**config.mk**
```make
export PLATFORM = sky130hd
export DESIGN_NAME = lanebus_master
export DESIGN_NICKNAME = d
export VERILOG_FILES = /design/src/rtl/lanebus_pkg.sv /design/src/rtl/lanebus_ctrl.sv /design/src/rtl/lanebus_dp.sv /design/src/rtl/lanebus_master.sv
export SDC_FILE = /design/constraint.sdc
export NUM_CORES = 1
export LEC_CHECK = 0
export CELL_PAD_IN_SITES_DETAIL_PLACEMENT = 0
export CELL_PAD_IN_SITES_GLOBAL_PLACEMENT = 1
export CORE_ASPECT_RATIO = 0.5
export CORE_MARGIN = 1.5
export CORE_UTILIZATION = 39
export CTS_CLUSTER_DIAMETER = 100
export DETAILED_ROUTE_END_ITERATION = 6
export PLACE_DENSITY = 0.81
export SYNTH_ARGS = -nofsm -noshare
export SYNTH_HDL_FRONTEND = slang
export SYNTH_SLANG_ARGS = --single-unit
```
**constraint.sdc**
```tcl
create_clock -name clk -period 4.1 [get_ports clk]
set_input_delay 0.82 -clock clk [delete_from_list [all_inputs] [get_ports clk]]
set_output_delay 0.82 -clock clk [all_outputs]
set_load 0.01 [all_outputs]
```
**src/rtl/lanebus_pkg.sv**
```systemverilog
package lanebus_pkg;
  localparam int LANE_W = 8;
  localparam int ADDR_W = 8;
  localparam int WORD_W = 2 * LANE_W;
  localparam int SYNC_STAGES = 2;

  typedef enum logic [2:0] {
    LANE_ONES, LANE_ZERO, LANE_ADDR, LANE_HI, LANE_LO
  } laneSel_e;

  typedef struct packed {
    logic     load;
    logic     capHi;
    logic     capLo;
    logic     selN;
    logic     stb;
    logic     ale;
    logic     dir;
    logic     oe;
    laneSel_e laneSel;
  } lineCmd_t;
endpackage

```
**src/rtl/lanebus_ctrl.sv**
```systemverilog
module lanebus_ctrl
  import lanebus_pkg::*;
#(
  parameter int HOLD_CYCLES = 4,
  parameter int MAX_POLLS   = 8
) (
  input  logic     clk,
  input  logic     rstN,
  input  logic     reqValid,
  input  logic     reqWrite,
  input  logic     busySync,
  output logic     reqReady,
  output logic     rspDone,
  output logic     rspErr,
  output lineCmd_t cmd
);
  localparam int HW = $clog2(HOLD_CYCLES + 1);
  localparam int PW = $clog2(MAX_POLLS + 1);

  typedef enum logic [2:0] {
    S_IDLE, S_DIR, S_CLR, S_LATCH, S_STRB, S_SELHI, S_SELLO, S_DONE
  } state_e;

  state_e        state, nextState;
  logic [HW-1:0] holdCnt;
  logic [1:0]    phase;
  logic [PW-1:0] pollCnt;
  logic          isWrite, dirQ, errQ;
  logic          stepEnd, addrPhase, driveLanes, lastPoll;
  laneSel_e      byteSel;

  assign stepEnd    = (holdCnt == HW'(HOLD_CYCLES - 1));
  assign addrPhase  = (phase == 2'd0);
  assign driveLanes = addrPhase || isWrite;
  assign lastPoll   = (pollCnt == PW'(MAX_POLLS - 1));
  assign byteSel    = addrPhase ? LANE_ADDR : ((phase == 2'd1) ? LANE_HI : LANE_LO);

  always_comb begin
    nextState = state;
    unique case (state)
      S_IDLE:  if (reqValid) nextState = S_DIR;
      S_DIR:   if (stepEnd) nextState = S_CLR;
      S_CLR:   if (stepEnd) nextState = driveLanes ? S_LATCH : S_STRB;
      S_LATCH: if (stepEnd) nextState = S_STRB;
      S_STRB:  if (stepEnd) nextState = (phase == 2'd2) ? S_SELHI : S_CLR;
      S_SELHI: if (stepEnd) begin
        if (!busySync || lastPoll) nextState = S_DONE;
        else                       nextState = isWrite ? S_SELLO : S_CLR;
      end
      S_SELLO: if (stepEnd) nextState = S_SELHI;
      default: nextState = S_IDLE;
    endcase
  end

  always_ff @(posedge clk) begin
    if (!rstN) begin
      state   <= S_IDLE;
      holdCnt <= '0;
      phase   <= 2'd0;
      pollCnt <= '0;
      isWrite <= 1'b0;
      dirQ    <= 1'b1;
      errQ    <= 1'b0;
    end else begin
      state   <= nextState;
      holdCnt <= (nextState != state || state == S_IDLE) ? '0 : holdCnt + 1'b1;
      unique case (state)
        S_IDLE: if (reqValid) begin
          isWrite <= reqWrite;
          dirQ    <= reqWrite;
          phase   <= 2'd0;
          pollCnt <= '0;
          errQ    <= 1'b0;
        end
        S_STRB: if (stepEnd && phase != 2'd2) phase <= phase + 2'd1;
        S_SELHI: if (stepEnd && busySync) begin
          pollCnt <= pollCnt + 1'b1;
          if (lastPoll)      errQ  <= 1'b1;
          else if (!isWrite) phase <= 2'd1;
        end
        default: ;
      endcase
    end
  end

  always_comb begin
    cmd.load    = (state == S_IDLE) && reqValid;
    cmd.capHi   = (state == S_STRB) && stepEnd && !isWrite && (phase == 2'd1);
    cmd.capLo   = (state == S_STRB) && stepEnd && !isWrite && (phase == 2'd2);
    cmd.selN    = 1'b1;
    cmd.stb     = 1'b0;
    cmd.ale     = 1'b0;
    cmd.dir     = dirQ;
    cmd.oe      = 1'b1;
    cmd.laneSel = LANE_ONES;
    unique case (state)
      S_CLR: begin
        cmd.selN = 1'b0; cmd.oe = driveLanes; cmd.laneSel = LANE_ZERO;
      end
      S_LATCH: begin
        cmd.selN = 1'b0; cmd.ale = addrPhase; cmd.laneSel = byteSel;
      end
      S_STRB: begin
        cmd.selN = 1'b0; cmd.stb = 1'b1; cmd.ale = addrPhase; cmd.oe = driveLanes;
        cmd.laneSel = driveLanes ? byteSel : LANE_ZERO;
      end
      S_SELHI: begin
        cmd.oe = isWrite; cmd.laneSel = LANE_ZERO;
      end
      S_SELLO: begin
        cmd.selN = 1'b0; cmd.oe = isWrite; cmd.laneSel = LANE_ZERO;
      end
      default: ;
    endcase
  end

  assign reqReady = (state == S_IDLE);
  assign rspDone  = (state == S_DONE);
  assign rspErr   = errQ;
endmodule

```
**src/rtl/lanebus_dp.sv**
```systemverilog
module lanebus_dp
  import lanebus_pkg::*;
(
  input  logic              clk,
  input  logic              rstN,
  input  logic              load,
  input  logic              capHi,
  input  logic              capLo,
  input  laneSel_e          laneSel,
  input  logic [ADDR_W-1:0] reqAddr,
  input  logic [WORD_W-1:0] reqWdata,
  input  logic [LANE_W-1:0] laneIn,
  input  logic              busyAsync,
  output logic [LANE_W-1:0] laneOut,
  output logic [WORD_W-1:0] rdata,
  output logic              busySync
);
  logic [ADDR_W-1:0]      addrQ;
  logic [WORD_W-1:0]      wdataQ;
  logic [SYNC_STAGES-1:0] syncQ;

  always_ff @(posedge clk) begin
    if (!rstN) begin
      addrQ  <= '0;
      wdataQ <= '0;
      rdata  <= '0;
      syncQ  <= '0;
    end else begin
      syncQ <= {syncQ[SYNC_STAGES-2:0], busyAsync};
      if (load) begin
        addrQ  <= reqAddr;
        wdataQ <= reqWdata;
      end
      if (capHi) rdata[WORD_W-1:LANE_W] <= laneIn;
      if (capLo) rdata[LANE_W-1:0]      <= laneIn;
    end
  end

  assign busySync = syncQ[SYNC_STAGES-1];

  always_comb begin
    unique case (laneSel)
      LANE_ZERO: laneOut = '0;
      LANE_ADDR: laneOut = LANE_W'(addrQ);
      LANE_HI:   laneOut = wdataQ[WORD_W-1:LANE_W];
      LANE_LO:   laneOut = wdataQ[LANE_W-1:0];
      default:   laneOut = '1;
    endcase
  end
endmodule

```
**src/rtl/lanebus_master.sv**
```systemverilog
module lanebus_master
  import lanebus_pkg::*;
#(
  parameter int HOLD_CYCLES = 4,
  parameter int MAX_POLLS   = 8
) (
  input  logic              clk,
  input  logic              rstN,
  input  logic              reqValid,
  output logic              reqReady,
  input  logic              reqWrite,
  input  logic [ADDR_W-1:0] reqAddr,
  input  logic [WORD_W-1:0] reqWdata,
  output logic              rspDone,
  output logic [WORD_W-1:0] rspRdata,
  output logic              rspErr,
  output logic              busSelN,
  output logic              busDir,
  output logic              busStb,
  output logic              busAle,
  output logic [LANE_W-1:0] laneOut,
  output logic              laneOe,
  input  logic [LANE_W-1:0] laneIn,
  input  logic              busBusy
);
  lineCmd_t cmd;
  logic     busySync;

  lanebus_ctrl #(.HOLD_CYCLES(HOLD_CYCLES), .MAX_POLLS(MAX_POLLS)) u_ctrl (
    .clk(clk), .rstN(rstN), .reqValid(reqValid), .reqWrite(reqWrite),
    .busySync(busySync), .reqReady(reqReady), .rspDone(rspDone),
    .rspErr(rspErr), .cmd(cmd)
  );

  lanebus_dp u_dp (
    .clk(clk), .rstN(rstN), .load(cmd.load), .capHi(cmd.capHi),
    .capLo(cmd.capLo), .laneSel(cmd.laneSel), .reqAddr(reqAddr),
    .reqWdata(reqWdata), .laneIn(laneIn), .busyAsync(busBusy),
    .laneOut(laneOut), .rdata(rspRdata), .busySync(busySync)
  );

  assign busSelN = cmd.selN;
  assign busDir  = cmd.dir;
  assign busStb  = cmd.stb;
  assign busAle  = cmd.ale;
  assign laneOe  = cmd.oe;
endmodule

```
Word level (Yosys, flattened, before mapping)
Cells that the tools add are included.
Widths: inputs -> output; s select.
- word-level logic and storage cells: 99
- register bits after elaboration: 57
- output and inout port bits: 32
- input port bits: 37
- reductions and logical operators: 26
- add/sub/neg operators: 3
- equal/unequal tests: 23
- bitwise gates (word level): 1
- mux-type cells: 34
- operators by type and width (cell ; count):
    $mux 3 ; 14
    $pmux 8 s4 ; 1
    $pmux 3 s7 ; 1
    $eq 3x2->1 const B ; 5
    $eq 3x3->1 const B ; 5
    $mux 2 ; 5
    $pmux 3 s3 ; 1
    $mux 4 ; 2
    $ne 2x2->1 const B ; 4
    $pmux 4 s2 ; 1
    $reduce_or 2->1 ; 4
    $logic_and 1x1->1 ; 7
    $eq 3x1->1 const B ; 2
    $mux 1 ; 6
    $ne 2x1->1 const B ; 3
    $pmux 2 s3 ; 1
    $reduce_and 6->1 ; 1
    $add 4x1->4 const B ; 1
    $eq 4x3->1 const B ; 1
    $pmux 1 s2 ; 2
    $reduce_and 4->1 ; 1
    $reduce_or 4->1 ; 1
    $add 3x1->3 const B ; 1
    $logic_not 3->1 ; 1
    13 further kinds ; 16

Logic depth before layout (Yosys ltp)
Gate-level depths: netlist of run 1.
- depth after elaboration: 8
- mapped depth: 8

By module
From an unflattened synthesis of run 1, not the netlist that was laid out.
- cell total of the unflattened synthesis: 304
- area, all modules: 2947.8 um^2
- modules (own cells, without submodules) (module ; sequential area each (um^2) ; cells an instance ; instances ; area each (um^2)):
    lanebus_dp ; 840.8 ; 172 ; 1 ; 1893.1
    lanebus_ctrl ; 300.3 ; 132 ; 1 ; 1054.8

Least setup slack after synthesis of run 1
OpenSTA, ideal clock, no wires.
- kind: flip-flop to output port
- from: register u_ctrl.phase[0]
- to: output laneOut[0]
- stages on the path, launching flop included: 7
- arrival: 1757 ps
- setup slack: 1523 ps
- cell sequence: dfxtp_1 inv_1 ha_1 nor2_1 a21boi_1 nand2_1 o221ai_1
- cells in the longest elaborated chain, start to end: 7
- elaborated cells on any way between the ends: 12
- those cells by class: eq/ne (5); mux (5); reduce/logical (2)
- RTL lines (element ; line ; RTL):
    start, declared ; lanebus_ctrl.sv:26 ; logic [1:0] phase;
    start signal, assigned ; lanebus_ctrl.sv:75 ; S_STRB: if (stepEnd && phase != 2'd2) phase <= phase + 2'd1;
    $eq 2x1->1 ; lanebus_ctrl.sv:36 ; assign byteSel = addrPhase ? LANE_ADDR : ((phase == 2'd1) ? LANE_HI : LANE_LO);
    $mux 3 (2 in a row) ; lanebus_ctrl.sv:36 ;
    $mux 3 ; lanebus_ctrl.sv:105 ; cmd.laneSel = driveLanes ? byteSel : LANE_ZERO;
    $pmux 3 s3 * ; lanebus_ctrl.sv:96 ; unique case (state)
    $eq 3x3->1 (tied with other cells) ; lanebus_dp.sv:42 ; unique case (laneSel)
    $pmux 8 s4 * ; lanebus_dp.sv:42 ;
    end, declared ; lanebus_master.sv:21 ; output logic [LANE_W-1:0] laneOut,
Mark *: on every way between the ends. The rest lies on a longest branch, timed or not.

Worst setup path after layout of run 1
- from: register u_ctrl.state[1]
- to: output laneOut[1]
- cells in the longest elaborated chain, start to end: 5
- elaborated cells on any way between the ends: 12
- those cells by class: eq/ne (9); mux (2); reduce/logical (1)
- RTL lines (element ; line ; RTL):
    start, declared ; lanebus_ctrl.sv:24 ; state_e state, nextState;
    start signal, assigned ; lanebus_ctrl.sv:65 ; state <= nextState;
    $eq 3x2->1 / $eq 3x3->1 (equally long branches) ; lanebus_ctrl.sv:96 ;
    $reduce_or 3->1 (no source line) ; -- ;
    $pmux 3 s3 * ; lanebus_ctrl.sv:96 ;
    $eq 3x3->1 (tied with other cells) ; lanebus_dp.sv:42 ;
    $pmux 8 s4 * ; lanebus_dp.sv:42 ;
Marked as above.

==> flow_metrics.tcl, run 1 <==
set metrics [dict create \
    synth_warnings 0 \
    grt.overflow.total 0 \
    clock_path_buffers 2 \
    startpoint_type "flop" \
    synth_top_flop_cell "dfxtp_1" \
    p_total_mw 1.60 \
    leakagePower_nw 1.50 \
    synthCells 321 \
    tns_ns 0 \
    start_util_pct 41.3 \
    layout-drive-gt1-share_pct 7.42 \
    power_frac_seq_pct 38.1 \
    status "completed" \
    drc 0 \
    viasPerCell 5.07 \
    rsz0062_at_grt "false" \
    synth.cell_area_um2 2830 \
    path_clk_slew_ns 0.05 \
    post_cts_buffers 0 \
    setup_slack_ns 0.282 \
    cts_tree "yes" \
    synth-seq-cells 57 \
    critPathLaunch "u_ctrl.state[1]$_SDFF_PN0_" \
    clkSinkCount 57 \
    core_um2 6860 \
    gp_congestion 0.834 \
    final_common_cell "clkdlybuf4s50_1" \
    drv_cap 0 \
    worstReg2RegStart "u_ctrl.state[1]$_SDFF_PN0_" \
    postCtsHoldBufs 0 \
    h-tree-depth 3 \
    place_ws_ns 0.646 \
    power.share.clock_pct 42.3 \
    die_area_um2 7810 \
    max_freq_ghz 0.262 \
    avgSynthCellArea_um2 8.82 \
    synthArstFlopShare_pct 0 \
    synth-edff-count 0 \
    period_needed_ns 3.82 \
    gr-usage-met1_pct 22.8 \
    die_w_um 124 \
    grt_usage_pct 18.3 \
    post-route-cell-area_um2 3850 \
    ir_drop_mv 0.191 \
    critPathArrivalTime_ns 3.00 \
    cts_resized 0 \
    place_area_um2 3570 \
    end_kind "output port" \
    dr.pass1.iters 4 \
    wl_per_cell_um 13.8 \
    comb_power_share_pct 19.5 \
    cts-root-buf "clkbuf_16" \
    finalHoldViolations 0 \
    endpoint "laneOut[1]" \
    antenna_found_initial 0 \
    power-per-cell-area_nw_per_um2 416 \
    hp-class "reg -> reg" \
    p_sw_share_pct 26.2 \
    drt_iter0_drc 153 \
    syn-num-nets 366 \
    ys_seq_area_share_pct 40.3 \
    grt_pass1_wl_mm 10.8 \
    nNetsFinal 431 \
    grt_max_degree 53 \
    setup_viol 0 \
    rows 21 \
    ff2ff_path_depth 5 \
    syn_to_final_growth_pct 35.9 \
    crit_fanout 22 \
    cp.required_ns 3.28 \
    io_pins 69 \
    cts_buffers 9 \
    p_sw_mw 0.419 \
    dp_hpwl_mm 4.57 \
    grt.busiest_layer "met2" \
    port_buffers 68 \
    p_int_mw 1.18 \
    ant_nets 0 \
    final_min_period_over_clock_period_pct 93.1 \
    skew_ns 0.00645 \
    slew_violations 0 \
    antenna_cells 0 \
    vias 2450 \
    grt_use_met3_pct 6.34 \
    use_met2_pct 28.4 \
    worst-r2r-setup-slack_ns 1.95 \
    r2r_end "u_ctrl.holdCnt[1]$_SDFF_PP0_" \
    final_cell_mix "68 x clkdlybuf4s50_1, 59 x nand2_1, 57 x dfxtp_1, 24 x mux2i_1" \
    die_h_um 63.3 \
    worst_slew_pin_slew_ns 0.687 \
    critical_path_class "reg -> out" \
    grt_pass1_vias 2334 \
    maxSlewHeadroom_pct 54.1 \
    synth_cell_types 49 \
    clock_latency_ns 0.33 \
    wirelength_mm 6.65 \
]
## area by class of cell
cell class | count | area, um2
clock inverter | 3 | 15.0
tap | 92 | 115
multi-input combinational | 230 | 1540
clock buffer | 13 | 260
timing repair buffer | 74 | 726
inverter | 14 | 52.6
fill | 592 | 3010
sequential | 57 | 1140
## cells by family (layout without fill, tap and decap cells)
| group | count (synthesis) | in the layout | share of synthesized area, % |
|---|---|---|---|
| xor+xnor | 4 | 4 | 1.24 |
| buf+inv | 34 | 104 | 5.39 |
| fa+ha+maj | 8 | 8 | 3.54 |
| flops | 57 | 57 | 40.3 |
| simple gates | 124 | 124 | 22.2 |
| mux | 25 | 25 | 9.28 |
| compound gates | 69 | 69 | 18.1 |
## how the worst min path moves through the flow
stage	depth (start not counted)	startpoint	end
floorplan	1	u_ctrl.holdCnt[0]$_SDFF_PP0_	u_ctrl.holdCnt[0]$_SDFF_PP0_
global placement	1	u_ctrl.holdCnt[0]$_SDFF_PP0_	u_ctrl.holdCnt[0]$_SDFF_PP0_
detailed placement	1	u_dp.syncQ[0]$_SDFF_PN0_	u_dp.syncQ[1]$_SDFF_PN0_
CTS	1	u_dp.syncQ[0]$_SDFF_PN0_	u_dp.syncQ[1]$_SDFF_PN0_
global route	1	u_dp.syncQ[0]$_SDFF_PN0_	u_dp.syncQ[1]$_SDFF_PN0_
finish	1	u_dp.syncQ[0]$_SDFF_PN0_	u_dp.syncQ[1]$_SDFF_PN0_
## metrics by stage
stage / utilization [%] / hold WS [ns] / cells
after detailed placement: 52.1 / 0.423 / 467
after CTS: 56.1 / 0.433 / 483
after global placement: 52.1 / 0.415 / 467
after floorplan: - / 0.408 / 321
final: 56.1 / 0.428 / 483
after global routing: 56.1 / 0.450 / 483
## state kept, by name (all words and copies together) (netlist names), 2 cells and up
register	count
u_ctrl.holdCnt	3
u_dp.rdata	16
u_dp.syncQ	2
u_dp.addrQ	8
u_ctrl.phase	2
u_ctrl.pollCnt	4
u_dp.wdataQ	16
u_ctrl.state	3
## worst max-delay path: stages, from the launching register on
cell and delay [ns]:
dfxtp_1 0.52, or3b_1 0.58, o32a_1 0.36, nor2b_4 0.19, mux2i_4 0.30, o221ai_1 0.20, clkdlybuf4s50_1 0.51
## power groups by stage
stage | Sequential (mW) | Clock, mW | Combinational [mW]
floorplan | 0.613 | 0 | 0.194
global placement | 0.619 | 0 | 0.310
detailed placement | 0.621 | 0 | 0.314
CTS | 0.610 | 0.701 | 0.315
global route | 0.614 | 0.727 | 0.345
finish | 0.610 | 0.677 | 0.312
## synth_stat cells, types with 6 or more instances
cell,count,area share [%]
a21boi_0,23,6.1
inv_1,14,1.9
buf_2,8,1.4
clkbuf_1,10,1.3
o221ai_1,8,2.5
nor2b_1,23,5.1
nand2_1,59,7.8
ha_1,8,3.5
dfxtp_1,57,40
a21oi_1,6,1.1
o21ai_0,7,1.2
mux2i_1,24,8.5
nor2_1,14,1.9
## per-layer routing
| metal | vias up | routed length [um] |
|---|---|---|
| li1 | 1238 | - |
| met1 | 1151 | 3290 |
| met2 | 53 | 3000 |
| met3 | 8 | 282 |
| met4 | 0 | 81 |
| met5 | - | 0 |
Note: power is estimated with default switching activity, not from simulation.
==> run 2: changes to the inputs <==
Settings changed: SLEW_MARGIN from default to 10.
==> results of run 2 <==
The final DEF is identical to that of run 1; final timing and power are the same.
